===== config.mk =====
export PLATFORM = sky130hd
export DESIGN_NAME = sarSequencer
export DESIGN_NICKNAME = d
export VERILOG_FILES = /design/src/rtl/sarPkg.sv /design/src/rtl/sarControl.sv /design/src/rtl/sarDatapath.sv /design/src/rtl/sarSequencer.sv
export SDC_FILE = /design/constraint.sdc
export NUM_CORES = 1
export LEC_CHECK = 0
export ABC_AREA = 1
export CAP_MARGIN = 20
export CELL_PAD_IN_SITES_DETAIL_PLACEMENT = 0
export CELL_PAD_IN_SITES_GLOBAL_PLACEMENT = 1
export CORE_MARGIN = 4
export CORE_UTILIZATION = 35
export DETAILED_ROUTE_END_ITERATION = 8
export GPL_TIMING_DRIVEN = 0
export PLACE_DENSITY = 0.87
export SLEW_MARGIN = 10
export SYNTH_ARGS = -nofsm -noshare
export SYNTH_HDL_FRONTEND = slang
export SYNTH_HIERARCHICAL = 1
export SYNTH_SLANG_ARGS = --single-unit

===== constraint.sdc =====
create_clock -name clk -period 1.97 [get_ports clk]
set_input_delay 0.394 -clock clk [delete_from_list [all_inputs] [get_ports clk]]
set_output_delay 0.394 -clock clk [all_outputs]
set_load 0.01 [all_outputs]

===== src/rtl/sarPkg.sv =====
package sarPkg;
  typedef struct packed {
    logic load;
    logic resolve;
    logic last;
  } ctrlStrobes_t;
endpackage


===== src/rtl/sarControl.sv =====
module sarControl
  import sarPkg::*;
#(
  parameter int WIDTH = 12,
  localparam int IDXW = (WIDTH > 1) ? $clog2(WIDTH) : 1
) (
  input  logic            clk,
  input  logic            rstN,
  input  logic            startPulse,
  input  logic            clearDone,
  output ctrlStrobes_t    strobes,
  output logic [IDXW-1:0] bitIdx,
  output logic            busy,
  output logic            done
);
  localparam logic [IDXW-1:0] TOPIDX = IDXW'(WIDTH - 1);

  logic accept;
  assign accept = startPulse && !busy;

  always_comb begin
    strobes.load    = accept;
    strobes.resolve = busy;
    strobes.last    = busy && (bitIdx == '0);
  end

  always_ff @(posedge clk or negedge rstN) begin
    if (!rstN) begin
      busy   <= 1'b0;
      bitIdx <= '0;
      done   <= 1'b0;
    end else if (accept) begin
      busy   <= 1'b1;
      bitIdx <= TOPIDX;
      done   <= 1'b0;
    end else if (busy) begin
      if (bitIdx == '0) begin
        busy <= 1'b0;
        done <= 1'b1;
      end else begin
        bitIdx <= bitIdx - IDXW'(1);
      end
    end else if (clearDone) begin
      done <= 1'b0;
    end
  end

  // a start during a conversion neither restarts nor stalls it
  p_start_ignored_r7: assert property (@(posedge clk) disable iff (!rstN)
    (busy && startPulse && bitIdx != '0) |=> (busy && bitIdx == $past(bitIdx) - IDXW'(1)));

  // done rises only out of the last resolution step
  p_done_timing_r8: assert property (@(posedge clk) disable iff (!rstN)
    $rose(done) |-> ($past(busy) && $past(bitIdx) == '0 && !busy));

  // done holds without a start or clear
  p_done_hold_r9: assert property (@(posedge clk) disable iff (!rstN)
    (done && !startPulse && !clearDone) |=> done);

  // clear or an accepted start drops done
  p_done_clear_r10: assert property (@(posedge clk) disable iff (!rstN)
    (clearDone || (startPulse && !busy)) |=> !done);
endmodule


===== src/rtl/sarDatapath.sv =====
module sarDatapath
  import sarPkg::*;
#(
  parameter int WIDTH = 12,
  localparam int IDXW = (WIDTH > 1) ? $clog2(WIDTH) : 1
) (
  input  logic             clk,
  input  logic             rstN,
  input  ctrlStrobes_t     strobes,
  input  logic [IDXW-1:0]  bitIdx,
  input  logic             cmpAbove,
  output logic [WIDTH-1:0] partialCode,
  output logic [WIDTH-1:0] validMask
);
  localparam logic [WIDTH-1:0] TOPBIT = {1'b1, {(WIDTH-1){1'b0}}};

  logic [IDXW-1:0] lowerIdx;
  assign lowerIdx = bitIdx - IDXW'(1);

  always_ff @(posedge clk or negedge rstN) begin
    if (!rstN) begin
      partialCode <= '0;
      validMask   <= '0;
    end else if (strobes.load) begin
      partialCode <= TOPBIT;
      validMask   <= '0;
    end else if (strobes.resolve) begin
      partialCode[bitIdx] <= cmpAbove;
      validMask[bitIdx]   <= 1'b1;
      if (!strobes.last) partialCode[lowerIdx] <= 1'b1;
    end
  end

  // an accepted start leaves only the top trial bit and an empty mask
  p_load_state_r2: assert property (@(posedge clk) disable iff (!rstN)
    strobes.load |=> (partialCode == TOPBIT && validMask == '0));

  // each resolution adds exactly one mask bit, top bit first
  p_msb_first_r3: assert property (@(posedge clk) disable iff (!rstN)
    strobes.resolve |=> ($countones(validMask) == $countones($past(validMask)) + 1
                         && validMask[WIDTH-1]));

  // the fixed bit follows the comparator
  p_bit_decision_r4: assert property (@(posedge clk) disable iff (!rstN)
    strobes.resolve |=> (partialCode[$past(bitIdx)] == $past(cmpAbove)));

  // final bits never move until the next load
  p_final_hold_r6: assert property (@(posedge clk) disable iff (!rstN)
    !strobes.load |=> (((partialCode ^ $past(partialCode)) & $past(validMask)) == '0));

  // the last step completes the mask
  p_full_mask_r8: assert property (@(posedge clk) disable iff (!rstN)
    strobes.last |=> (&validMask));
endmodule


===== src/rtl/sarSequencer.sv =====
module sarSequencer
  import sarPkg::*;
#(
  parameter int WIDTH = 12
) (
  input  logic             clk,
  input  logic             rstN,
  input  logic             startPulse,
  input  logic             clearDone,
  input  logic             cmpAbove,
  output logic [WIDTH-1:0] trialCode,
  output logic [WIDTH-1:0] partialCode,
  output logic [WIDTH-1:0] validMask,
  output logic             busy,
  output logic             done
);
  localparam int IDXW = (WIDTH > 1) ? $clog2(WIDTH) : 1;

  ctrlStrobes_t    strobes;
  logic [IDXW-1:0] bitIdx;

  sarControl #(.WIDTH(WIDTH)) i_control (
    .clk(clk), .rstN(rstN), .startPulse(startPulse), .clearDone(clearDone),
    .strobes(strobes), .bitIdx(bitIdx), .busy(busy), .done(done)
  );

  sarDatapath #(.WIDTH(WIDTH)) i_datapath (
    .clk(clk), .rstN(rstN), .strobes(strobes), .bitIdx(bitIdx),
    .cmpAbove(cmpAbove), .partialCode(partialCode), .validMask(validMask)
  );

  assign trialCode = partialCode;

  // the DAC always sees the working register
  p_trial_matches_r4: assert property (@(posedge clk) disable iff (!rstN)
    trialCode == partialCode);
endmodule


==> impl_metrics.ini <==
[run_status]
status = finished clean

[logic_synthesis]
yosys_warnings = 6
library_cells_used_by_synthesis = 23
post_synth_inst_count = 214
synth.net_count = 221
synth_compound_gate_area_share = 0.0570
muxShareOfSynthArea = 0
synth_seq_cells = 30
yosys.area_share.xor_xnor = 0.00519
post_synthesis_share_of_cell_area_spent_on_full_adders_half_adders_and_majority_gates = 0.0148
synth-simple-area-share = 0.333
largest_family_of_logic_cells_by_synthesized_area = simple AND/OR/NAND/NOR gates
leading_register_cell_type_out_of_synthesis = dfrtp_1
post_synth.cell_area_avg_um2 = 7.89
async_set_or_reset_register_ratio_after_synthesis = 1.00
synth-edff-count = 0
netlist_area_um2 = 1690
synth-seq-area-share = 0.444

[sta]
totalNegativeSetupSlack_ns = 0
finalMaxSlewViolations = 0
timing_worst_slew_pin_value_ns = 0.665
fmaxAchievable_mhz = 581
min_period_over_period = 0.874
final.setup.worst_slack_ns = 0.248
timing.clock.skew_ns = 0.00399
finalHoldWorstSlack_ns = 0.147
final_hold_violating_endpoints = 0
final.min_clock_period_ns = 1.72
timing.final.setup_violations = 0
slew_headroom = 0.557
rsz0062_at_grt = false

[routing]
num_vias = 1516
dr.first_iter.drc_count = 74
routed_wl_um = 3770
drt_pass1_iterations = 4
routedWlPerCell_um = 11.9
remaining_drc_errors = 0
drt-vias-per-instance = 4.78
antenna_violating_nets_post_route = 0

[clock_tree]
max-clock-path-buffers = 2
path_clk_slew_ns = 0.06
cts.repair.resized = 0
cts_num_sinks = 30
cts-htree-levels = 2
insertion_delay_ns = 0.28
cts_tree = done
clock-root-buffer = clkbuf_8
numCtsBuffers = 5

[cells_and_area]
area_delta_synth_final_pct = 34.9
layout.cells.most_common = nand3_1
final_layout_fill_cell_count = 489
post_route_cells_drive_above_1_share = 0.179
final_area_um2 = 2280
ant_diodes = 0
most-common-layout-cells = nand3_1, nand2_1, clkdlybuf4s50_1
finalNetCount = 269
layoutNonFillerInstCount = 317
post-route-util = 0.486

[floorplan]
die_w_um = 77.5
std_cell_rows = 25
coreArea_um2 = 4690
io_pins = 43
die_height_um = 77.5
starting_density_of_the_core = 0.360
dieArea_um2 = 6000

[power_and_ir_drop]
finalPower_mw = 3.82
total_leakage_power_nw = 1.12
power_density_nw_per_um2 = 1680
peakVddDrop_mv = 0.613

[grt]
grtUsageTotal = 0.144
antenna_found_initial = 0
global_route.overflow_total = 0
grt_max_degree = 31
grt_pass1_vias = 1494
wire_length_of_the_first_global_routing_pass_um = 6970

[critical_path]
crit_family = buffers and inverters
critical-path-slowest-cell = clkdlybuf4s50_1
critical_path.startpoint = i_control/busy$_DFF_PN0_
rr_worst_depth = 9
critical_path_buf_inv_count = 1
start_to_end_type_of_the_worst_setup_path = reg -> out
worstPathArrival_ns = 1.33
critPathMaxStageDelay_ns = 0.58
timing.critical_path.depth = 1
worst-path-max-fanout = 5
crit_required_ns = 1.58
end_kind = primary output
critical_path.startpoint_type = flop
r2r_setup_slack_ns = 0.27
timing.rr.end = i_datapath/partialCode[10]$_DFFE_PN0P_
critical_path.cell_chain = clkdlybuf4s50_1
r2r_start = i_control/bitIdx[0]$_DFFE_PN0P_
endpoint = busy

[placed_design]
post_dp_cell_area_um2 = 2170
place.port_buffers = 42
placed_cells = 310
place_congestion = 0.795
dpl_worst_slack_ns = -0.0453
post-dp-hpwl_um = 2720

[min_path]
hold_path.class = in -> async

[job]
max_cap_viol_count = 0
worst min path at each step:
stage	cells after the start	start	endpoint
floorplan	0	rstN	i_control/bitIdx[0]$_DFFE_PN0P_
global placement	1	i_control/done$_DFFE_PN0P_	i_control/done$_DFFE_PN0P_
detailed placement	1	rstN	i_datapath/partialCode[7]$_DFFE_PN0P_
CTS	1	rstN	i_datapath/partialCode[9]$_DFFE_PN0P_
global route	1	rstN	i_datapath/partialCode[9]$_DFFE_PN0P_
finish	1	rstN	i_datapath/partialCode[7]$_DFFE_PN0P_
power breakdown:
group | switching (mW) | internal [mW]
combinational | 1.09 | 1.03
clock | 0.218 | 0.352
sequential | 0.257 | 0.870
cell usage after synthesis, types with 2 or more instances:
cell type	count	area, um^2
buf_4	15	113
nand3_2	2	20.0
a21oi_1	12	60.1
o21ai_1	3	15.0
buf_2	2	10.0
inv_2	7	26.3
nand2_2	3	18.8
nor2_4	4	45.0
nand3_1	48	240
dfrtp_1	30	751
clkbuf_1	3	11.3
inv_1	22	82.6
nand2_4	3	33.8
nor2_1	6	22.5
ha_1	2	25.0
nand2_1	45	169
cell type report:
type | count | area [um^2] | share of cell area
buffer | 20 | 134 | 0.0588
clock buffer | 8 | 110 | 0.0483
inverter | 29 | 109 | 0.0478
multi-input combinational | 134 | 692 | 0.304
sequential | 30 | 751 | 0.329
tap | 54 | 67.6 | 0.0297
timing repair buffer | 42 | 415 | 0.182
cell families after synthesis:
family                     after synthesis
buffers and inverters                   50
xor gates and xnor gates                 1
adders and majority gates                2
and+or+nand+nor                        113
AOI/OAI and AO/OA                       18
DFF                                     30
metal layers:
layer / vias to the layer above / share of wire / track usage
met5: - / 0 / 0
met4: 0 / 0.015 / 0.0480
met3: 6 / 0.048 / 0.0418
met2: 40 / 0.47 / 0.242
met1: 702 / 0.46 / 0.176
li1: 768 / - / -
state kept, by name, indices dropped and copies added (netlist names):
register	cells
i_control/busy	1
i_datapath/validMask	12
i_control/bitIdx	4
i_datapath/partialCode	12
i_control/done	1
what timing repair did:
action,CTS,global route
hold buffers,0,0
endpoints found under the setup margin,0,10
endpoints found under the hold margin,0,0
setup buffers,0,0
Power figures use the tool's default switching activity.
